`config.mk`:
```
export PLATFORM = sky130hd
export DESIGN_NAME = pld_out_cell
export DESIGN_NICKNAME = d
export VERILOG_FILES = /design/src/rtl/pld_cell_pkg.sv /design/src/rtl/pld_sum_term.sv /design/src/rtl/pld_cell_reg.sv /design/src/rtl/pld_out_mux.sv /design/src/rtl/pld_fb_mux.sv /design/src/rtl/pld_out_cell.sv
export SDC_FILE = /design/constraint.sdc
export NUM_CORES = 1
export LEC_CHECK = 0
export BUFFER_PORTS_ARGS = -buffer_cell sky130_fd_sc_hd__buf_4
export CORE_AREA = 2 2 39 41
export DETAILED_ROUTE_END_ITERATION = 16
export DIE_AREA = 0 0 41 43
export MAX_ROUTING_LAYER = met4
export PLACE_DENSITY_LB_ADDON = 0.15
export SLEW_MARGIN = 20
export SYNTH_ARGS = -nofsm -noshare
export SYNTH_HDL_FRONTEND = slang
export SYNTH_SLANG_ARGS = --single-unit
```
`constraint.sdc`:
```
create_clock -name clk -period 0.9 [get_ports clk]
set_clock_uncertainty 0.05 [all_clocks]
set_input_delay 0 -clock clk [delete_from_list [all_inputs] [get_ports clk]]
set_output_delay 0 -clock clk [all_outputs]
set_load 0.005 [all_outputs]
```
`src/rtl/pld_cell_pkg.sv`:
```
package pld_cell_pkg;

    typedef enum logic [1:0] {
        SRC_REG_LOW   = 2'b00,
        SRC_REG_HIGH  = 2'b01,
        SRC_COMB_LOW  = 2'b10,
        SRC_COMB_HIGH = 2'b11
    } out_src_e;

    typedef enum logic {
        FF_CLEAR = 1'b0,
        FF_SET   = 1'b1
    } ff_state_e;

    typedef enum logic {
        FB_FROM_REG = 1'b0,
        FB_FROM_PIN = 1'b1
    } fb_src_e;

endpackage

```
`src/rtl/pld_sum_term.sv`:
```
module pld_sum_term #(
    parameter int NUM_TERMS = 8
) (
    input  logic [NUM_TERMS-1:0] terms_in,
    output logic                 sum_out
);
    localparam int CHAIN_LEN = NUM_TERMS + 1;

    logic [CHAIN_LEN-1:0] chain;

    assign chain[0] = 1'b0;

    for (genvar gi = 0; gi < NUM_TERMS; gi++) begin : g_or
        assign chain[gi+1] = chain[gi] | terms_in[gi];
    end

    assign sum_out = chain[CHAIN_LEN-1];

endmodule

```
`src/rtl/pld_cell_reg.sv`:
```
module pld_cell_reg
    import pld_cell_pkg::*;
(
    input  logic      clk,
    input  logic      ar_in,
    input  logic      sp_in,
    input  logic      sum_in,
    output ff_state_e state_q
);
    ff_state_e state_d;

    // State register: asynchronous clear has priority over every edge.
    always_ff @(posedge clk or posedge ar_in) begin
        if (ar_in) begin
            state_q <= FF_CLEAR;
        end else begin
            state_q <= state_d;
        end
    end

    // Next-state process: PRESET, LOAD or HOLD.
    always_comb begin
        state_d = state_q;
        unique case (state_q)
            FF_CLEAR: begin
                if (sp_in || sum_in) begin
                    state_d = FF_SET;
                end
            end
            FF_SET: begin
                if (!sp_in && !sum_in) begin
                    state_d = FF_CLEAR;
                end
            end
        endcase
    end

    // reset term seen at an edge means the state is already clear.
    p_ar_clears_r4: assert property (@(posedge clk)
        ar_in |-> state_q == FF_CLEAR);

    // preset forces SET on the following edge.
    p_preset_sets_r5: assert property (@(posedge clk) disable iff (ar_in)
        sp_in |=> state_q == FF_SET);

    // without preset the state follows the sum one edge later.
    p_load_sum_r3: assert property (@(posedge clk) disable iff (ar_in)
        !sp_in |=> (state_q == FF_SET) == $past(sum_in));

endmodule

```
`src/rtl/pld_out_mux.sv`:
```
module pld_out_mux
    import pld_cell_pkg::*;
(
    input  out_src_e  src_sel,
    input  ff_state_e state_in,
    input  logic      sum_in,
    output logic      drive_out
);
    always_comb begin
        drive_out = 1'b0;
        unique case (src_sel)
            SRC_REG_LOW:   drive_out = ~state_in;
            SRC_REG_HIGH:  drive_out = state_in;
            SRC_COMB_LOW:  drive_out = ~sum_in;
            SRC_COMB_HIGH: drive_out = sum_in;
        endcase
    end

endmodule

```
`src/rtl/pld_fb_mux.sv`:
```
module pld_fb_mux
    import pld_cell_pkg::*;
(
    input  fb_src_e   fb_sel,
    input  ff_state_e state_in,
    input  logic      pin_in,
    output logic      fb_true_out,
    output logic      fb_comp_out
);
    logic state_inv;

    // Registered feedback is taken from the inverted flip-flop output.
    assign state_inv = ~state_in;

    always_comb begin
        fb_comp_out = 1'b0;
        unique case (fb_sel)
            FB_FROM_REG: fb_comp_out = state_inv;
            FB_FROM_PIN: fb_comp_out = ~pin_in;
        endcase
        fb_true_out = ~fb_comp_out;
    end

endmodule

```
`src/rtl/pld_out_cell.sv`:
```
module pld_out_cell
    import pld_cell_pkg::*;
#(
    parameter int NUM_TERMS = 8
) (
    input  logic                 clk,
    input  logic [NUM_TERMS-1:0] pterm_in,
    input  logic                 oe_term,
    input  logic                 ar_term,
    input  logic                 sp_term,
    input  logic                 cfg_comb,
    input  logic                 cfg_active_high,
    input  logic                 pin_sense,
    output logic                 pin_drive,
    output logic                 pin_oe,
    output logic                 fb_true,
    output logic                 fb_comp
);
    logic      sum_w;
    ff_state_e state_w;
    out_src_e  src_sel;
    fb_src_e   fb_sel;

    assign src_sel = out_src_e'({cfg_comb, cfg_active_high});
    assign fb_sel  = fb_src_e'(cfg_comb);
    assign pin_oe  = oe_term;

    pld_sum_term #(.NUM_TERMS(NUM_TERMS)) u_sum (
        .terms_in (pterm_in),
        .sum_out  (sum_w)
    );

    pld_cell_reg u_reg (
        .clk     (clk),
        .ar_in   (ar_term),
        .sp_in   (sp_term),
        .sum_in  (sum_w),
        .state_q (state_w)
    );

    pld_out_mux u_omux (
        .src_sel   (src_sel),
        .state_in  (state_w),
        .sum_in    (sum_w),
        .drive_out (pin_drive)
    );

    pld_fb_mux u_fmux (
        .fb_sel      (fb_sel),
        .state_in    (state_w),
        .pin_in      (pin_sense),
        .fb_true_out (fb_true),
        .fb_comp_out (fb_comp)
    );

    // registered pin and registered feedback come from the same state.
    p_reg_pin_matches_fb_r7: assert property (@(posedge clk) disable iff (ar_term)
        !cfg_comb |-> pin_drive == (cfg_active_high ? fb_true : !fb_true));

    // combinational feedback follows the pin, not the driven value.
    p_comb_fb_from_pin_r9: assert property (@(posedge clk) disable iff (ar_term)
        cfg_comb |-> fb_true == pin_sense);

endmodule

```
Word level (Yosys, flattened, before mapping)
Index checks and enable logic that the tools add are counted.
- flip-flop bits (word level): 1
- output and inout port bits: 4
- word-level logic and storage cells: 26
- bitwise operators: 12
- multiplexer cells: 5
- equality and inequality tests: 3
- reductions and logical operators: 5
- operators by type and width (kind ; number):
    $or A1 B1 Y1 ; 7
    $not A1 Y1 ; 5
    $eq A2 B2 Y1 const B ; 2
    $pmux W1 S2 ; 2
    $pmux W1 S4 ; 1
    $eq A2 B1 Y1 const B ; 1
    $logic_not A1 Y1 ; 2
    $logic_not A2 Y1 ; 1
    $mux W1 ; 2
    $logic_and A1 B1 Y1 ; 1
    $logic_or A1 B1 Y1 ; 1

Logic depth before layout (Yosys ltp)
Gate-level depths: netlist of the first run.
- word-level depth: 11
- depth in mapped cells: 3
- depth with buffers taken out: 3

Cells and area by module
From an unflattened synthesis of the first run, not the netlist that was laid out.
- cells, all modules: 11
- area, all modules: 102.6 sq um
- modules (own cells, without submodules) (module ; times used ; area an instance (sq um) ; cells an instance):
    pld_cell_reg ; 1 ; 35.0 ; 3
    pld_fb_mux ; 1 ; 25.0 ; 2
    pld_out_mux ; 1 ; 18.8 ; 2
    pld_sum_term ; 1 ; 16.3 ; 3
    pld_out_cell ; 1 ; 7.5 ; 1

Worst setup path after synthesis of the first run
Ideal clock, no wire load.
- path kind: reg2out
- from: reg u_reg.state_q
- to: out pin_drive
- setup slack: 0.194 ns
- stages on the path, launching flop included: 4
- buffers on the path: 0
- required time: 0.850 ns
- data arrival time: 0.656 ns
- path through: dfrtp_1 nor2_1 a31oi_1 xnor2_1
- word-level cells in the longest chain between the ends: 2
- RTL lines (what ; RTL line ; source):
    start: declaration ; pld_cell_reg.sv:8 ; output ff_state_e state_q
    start signal: assignment ; pld_cell_reg.sv:17 ; state_q <= state_d;
    $not A1 Y1 ; pld_out_mux.sv:12 ; SRC_REG_LOW: drive_out = ~state_in;
    $pmux W1 S4 * ; pld_out_mux.sv:11 ; unique case (src_sel)
    end: declaration ; pld_out_cell.sv:14 ; output logic pin_drive,
Every way passes the cells marked *; elsewhere a longest branch is shown, timed or not.

Worst setup path in the final report of the first run
- from: in pterm_in[2]
- to: out pin_drive
- word-level cells in the longest chain between the ends: 8
- RTL lines (what ; RTL line ; source):
    start: declaration ; pld_out_cell.sv:7 ; input logic [NUM_TERMS-1:0] pterm_in,
    $or A1 B1 Y1 * (6 in a row) ; pld_sum_term.sv:14 ; assign chain[gi+1] = chain[gi] | terms_in[gi];
    $not A1 Y1 ; pld_out_mux.sv:14 ; SRC_COMB_LOW: drive_out = ~sum_in;
    $pmux W1 S4 * ; pld_out_mux.sv:11 ;
Marks and branches as above.

==> reports/qor.csv, run 1 <==
metric,value,unit
Post-Place Cells,42,
Biggest register,u_reg.state_q,
Remaining DRCs,0,
post-CTS setup buffers,0,
Worst Hold Class,in2reg,
num rows,14,
"Cell Count, Final, Fillers Out",44,
"wirelength, routed",304,um
number of diodes,0,
"Critical Path, Cell by Cell","buf_4, nor4_4, a31oi_1, xnor2_1, buf_4",
WS Path Type,in2out,
Crit path largest cell delay,280,ps
Min-Delay Path Depth,2,
Pins Over Slew Limit,0,
first-pass GRT wire length,441,um
post-route ant nets,0,
Die Y-Extent,43,um
TritonRoute pass-1 iters,1,
Port Buffer Count,16,
Worst IR Drop VDD,0.000172,V
WL/cell,6.91,um
Yosys warnings,0,
CP arrival,820,ps
Final period util,0.963,
Bufs and invs on worst path,2,
worst-path maximum fanout,2,
ys async rst share,1.00,
RSZ-0062 raised after global routing,yes,
top-area cell type share of the netlist area,0.247,
max reg flops,1,
GPL Wtd Cong,0.573,
die width,41,um
CP required,850,ps
leakage,0.000122,uW
max_slew headroom,0.855,
Worst-path clk slew,0,ps
Fin. Hold Viols,0,
fraction of layout instances using a drive strength above 1,0.643,
vias per cell,3.30,
number of DRC markers in iteration 0,0,
final setup vio count,0,
largest net degree at the start of global routing,4,
via count,145,
I/O pin count,19,
Synth Net Count,26,
gr usage total,0.0338,
Mapped Cells,11,
synth unique cells,9,
placed cell area,234,um^2
Initial Util,0.0732,
main area contributors after synthesis,"dfrtp_1 (25%), nor4_2 (25%), mux2i_1 (9.9%)",
Filler cells,150,
ys flop type,dfrtp_1,
family with the most delay on the worst path,simple AND/OR/NAND/NOR gates,
hold path endpoint,u_reg.state_q,
actual slew at the worst max-slew pin,217,ps
status,completed,
Die ar.,1760,um^2
synthesized area,101,um^2
Top Registers,u_reg.state_q x1,
"Avg Cell Area, Syn",9.21,um^2
"area leader, netlist",dfrtp_1,
Post-synth EDFFs,0,
Area Overhead vs Synth,175,%
sequential share of the synthesized area,0.247,
critical path startpoint category,primary input,
max frequency,1150,MHz
min cycle time layout,867,ps
nets,45,
Synth Register Bits,1,
Max-Cap Viols,0,
slowest CP cell,nor4_4,
dpl hpwl,288,um
CP dominant cell by count,buf_4,
synth cell count leaders,"inv_1 (2), nor4_2 (2)",
core area,1380,um^2
vias in the first global route,128,
PD cells,485,nW/um^2
CP endpoint kind,primary output,
initial antenna violation count,0,
Hold Path Origin,sp_term,
post-route cell area,279,um^2
grt total ovfl,0,
==> worst max-delay path by stage <==
stage                   from         to  slack, ps  cells after the start
2_1_floorplan  u_reg.state_q  pin_drive        190                      3
3_3_place_gp     pterm_in[2]  pin_drive         10                      5
3_5_place_dp     pterm_in[6]  pin_drive        -20                      5
4_1_cts          pterm_in[6]  pin_drive         30                      5
5_1_grt          pterm_in[2]  pin_drive        -60                      5
6_report         pterm_in[2]  pin_drive         30                      5
==> through the flow <==
step | util | hold slack [ps] | power [uW] | TNS [ps] | setup slack [ps]
6_report | 0.202 | 153 | 135 | 0 | 33.4
5_1_grt | 0.202 | 171 | 144 | -57.1 | -57.1
4_1_cts | 0.196 | 158 | 134 | 0 | 27.0
3_5_place_dp | 0.169 | -201 | 117 | -21.9 | -21.9
3_3_place_gp | 0.169 | -206 | 116 | 0 | 12.1
2_1_floorplan | - | -321 | 61.5 | 0 | 194
==> report_power, final <==
group / leakage, uW / switching, uW / total [uW] / internal [uW]
combinational: 0.000113 / 28.0 / 89.5 / 61.5
sequential: 0.00000876 / 0.0368 / 45.9 / 45.9
clock: 0 / 0 / 0 / 0
==> final cells by class <==
| type | instances | area [um^2] | share of cell area |
|---|---|---|---|
| inverter | 2 | 7.51 | 0.0269 |
| multi-input combinational | 7 | 78.8 | 0.283 |
| tap | 16 | 20.0 | 0.0717 |
| sequential | 1 | 25.0 | 0.0897 |
| timing repair buffer | 18 | 148 | 0.529 |
==> cells by family after synthesis <==
| logic type | synth area share |
|---|---|
| buffers and inverters | 0.148 |
| AOI/OAI and AO/OA | 0.0618 |
| muxes | 0.0988 |
| xor gates and xnor gates | 0.0864 |
| and+or+nand+nor | 0.358 |
| DFF | 0.247 |
==> cell usage in the layout (no fill, tap or decap) <==
cell,instances
a31oi_1,1
buf_4,14
buf_6,2
dfrtp_1,1
dlygate4sd3_1,2
inv_1,2
mux2i_1,1
nand3b_1,1
nor2_1,1
nor4_4,2
xnor2_1,1
==> routing by layer <==
layer	GRT usage	share of wire	up-vias	routed length [um]
li1	-	-	73	-
met1	0.0446	0.40	55	121
met2	0.0563	0.37	17	111
met3	0.00524	0.23	0	71
met4	0	0	0	0
met5	-	0	-	0
==> timing repair <==
action	CTS	global route
pin swaps	0	3
hold buffers	2	0
endpoints found under the setup margin	1	1
endpoints found under the hold margin	2	0
gates resized for setup	2	2
Note: power is estimated with default switching activity, not from simulation.
==> run 2: changes to the inputs <==
Settings changed: MAX_ROUTING_LAYER met4 to default, PLACE_DENSITY_LB_ADDON 0.15 to 0.05.
==> run 2 against run 1 <==
Against the previous run: hold slack better by 5.1 ps; final cell count up 2.3%; die area unchanged; core utilization up 0.54 points; via count up 4.1%; first-iteration DRC count unchanged; sequential power about the same; sequential cell count unchanged; largest power group unchanged; global-route usage up 0.42 points; largest cell class unchanged.
==> reports/qor.csv, run 2 (synthesized netlist as in run 1, its figures left out) <==
metric,value,unit,change
CP endpoint kind,primary output,,
number of diodes,0,,unchanged
largest net degree at the start of global routing,4,,unchanged
P_int,109,uW,+1.2%
setup TNS,0,ps,unchanged
Max-Cap Viols,0,,unchanged
CP required,850,ps,about the same
switching power,28.3,uW,+0.97%
Crit path largest cell delay,270,ps,about the same
Port Buffer Count,16,,unchanged
PD cells,478,nW/um^2,-1.5%
hold path endpoint,u_reg.state_q,,
Setup WS pre-CTS,-28.7,ps,-6.80 ps
WS Path Type,in2out,,
"commonest cells after routing, fill and taps aside","buf_4 (15), nor4_4 (2), inv_1 (2), dlygate4sd3_1 (2), buf_6 (2)",,
die width,41,um,unchanged
fraction of layout instances using a drive strength above 1,0.655,,+0.0123
Top Registers,u_reg.state_q x1,,
nets,46,,+2.2%
min cycle time layout,843,ps,-23.9 ps
Worst-path clk slew,0,ps,unchanged
critical path startpoint category,primary input,,
clock power share,0,,unchanged
Sw Share,0.207,,-0.000370
num rows,14,,unchanged
gr usage total,0.0380,,+0.00419
post-route ant nets,0,,unchanged
Worst IR Drop VDD,0.000113,V,-35%
initial antenna violation count,0,,unchanged
worst-path maximum fanout,2,,unchanged
post-CTS setup buffers,0,,unchanged
leakage,0.000127,uW,+4.5%
slowest CP cell,nor4_4,,
Pins Over Slew Limit,0,,unchanged
worst setup margin,57.2,ps,+23.9 ps
status,completed,,
Hold Path Origin,sp_term,,
max_slew headroom,0.849,,-0.00590
Min-Delay Path Depth,2,,unchanged
Die Y-Extent,43,um,unchanged
first-pass GRT wire length,510,um,+16%
actual slew at the worst max-slew pin,225,ps,+8.79 ps
Die ar.,1760,um^2,unchanged
family with the most delay on the worst path,simple AND/OR/NAND/NOR gates,,
GPL Wtd Cong,0.526,,-8.2%
Remaining DRCs,0,,unchanged
Worst Hold Class,in2reg,,
sequential power share,0.335,,-0.004
logic gate share of total power,0.665,,+0.004
CP dominant cell by count,buf_4,,
max reg flops,1,,unchanged
CP arrival,790,ps,-30 ps
Fin. Hold Viols,0,,unchanged
Biggest register,u_reg.state_q,,
"Critical Path, Cell by Cell","buf_4, nor4_4, a31oi_1, xnor2_1, buf_4",,
final core occ,0.207,,+0.00543
Area Overhead vs Synth,183,%,
dpl hpwl,342,um,+19%
Bufs and invs on worst path,2,,unchanged
TritonRoute pass-1 iters,1,,unchanged
RSZ-0062 raised after global routing,yes,,
Final period util,0.936,,-0.0265
grt total ovfl,0,,unchanged
Initial Util,0.0732,,unchanged
via count,151,,+4.1%
I/O pin count,19,,unchanged
vias per cell,3.36,,+1.8%
final setup vio count,0,,unchanged
core area,1380,um^2,unchanged
"wirelength, routed",352,um,+16%
number of DRC markers in iteration 0,0,,unchanged
"most common cell after layout, fill and taps aside",buf_4,,
WL/cell,7.82,um,+13%
max frequency,1190,MHz,+2.8%
vias in the first global route,157,,+23%
==> run 2: cell types whose count changed in the layout (fill, tap and decap cells not counted), sizes merged <==
cell	previous run	this run
buf	16	17
==> run 2: stage by stage <==
step	area (um^2)	std cells	hold slack (ps)	total power, uW
CTS	279	45	164	136
detailed placement	241	43	-202	119
floorplan	101	11	-321	61.5
global route	287	45	177	145
finish	287	45	158	137
global placement	241	43	-207	117
==> run 2: power groups by stage <==
| stage | Sequential, uW | Combinational (uW) | Clock [uW] |
|---|---|---|---|
| after global placement | 45.9 | 71.4 | 0 |
| after global routing | 45.9 | 99.4 | 0 |
| final | 45.9 | 91.1 | 0 |
| after floorplan | 45.9 | 15.6 | 0 |
| after CTS | 45.9 | 90.2 | 0 |
| after detailed placement | 45.9 | 73.2 | 0 |
==> run 2: worst max path at each step <==
stage                       start   endpoint  slack (ps)  depth (start not counted)
global route        u_reg.state_q  pin_drive         -20                          4
global placement      pterm_in[6]  pin_drive         -30                          5
finish                pterm_in[7]  pin_drive          60                          5
floorplan           u_reg.state_q  pin_drive         190                          3
detailed placement    pterm_in[2]  pin_drive         -30                          5
CTS                   pterm_in[6]  pin_drive          20                          5
==> run 2: area by class of cell <==
cell class / instances / area, um^2
Fill cell: 166 / 1100
Timing Repair Buffer: 19 / 155
Multi-Input combinational cell: 7 / 78.8
Sequential cell: 1 / 25.0
Tap cell: 16 / 20.0
Inverter: 2 / 7.51
==> run 2: routing by layer <==
metal  track usage  routed length, um  vias to the layer above
met5             0                  0                        -
met4             0                  0                        0
met3             0                 49                        0
met2        0.0844                198                       11
li1              -                  -                       74
met1        0.0350                104                       66
==> run 2: what timing repair did <==
| item | CTS | global route |
|---|---|---|
| hold buffers | 2 | 0 |
| endpoints found under the setup margin | 1 | 1 |
| gates resized for setup | 2 | 2 |
| hold endpoints to repair | 2 | 0 |
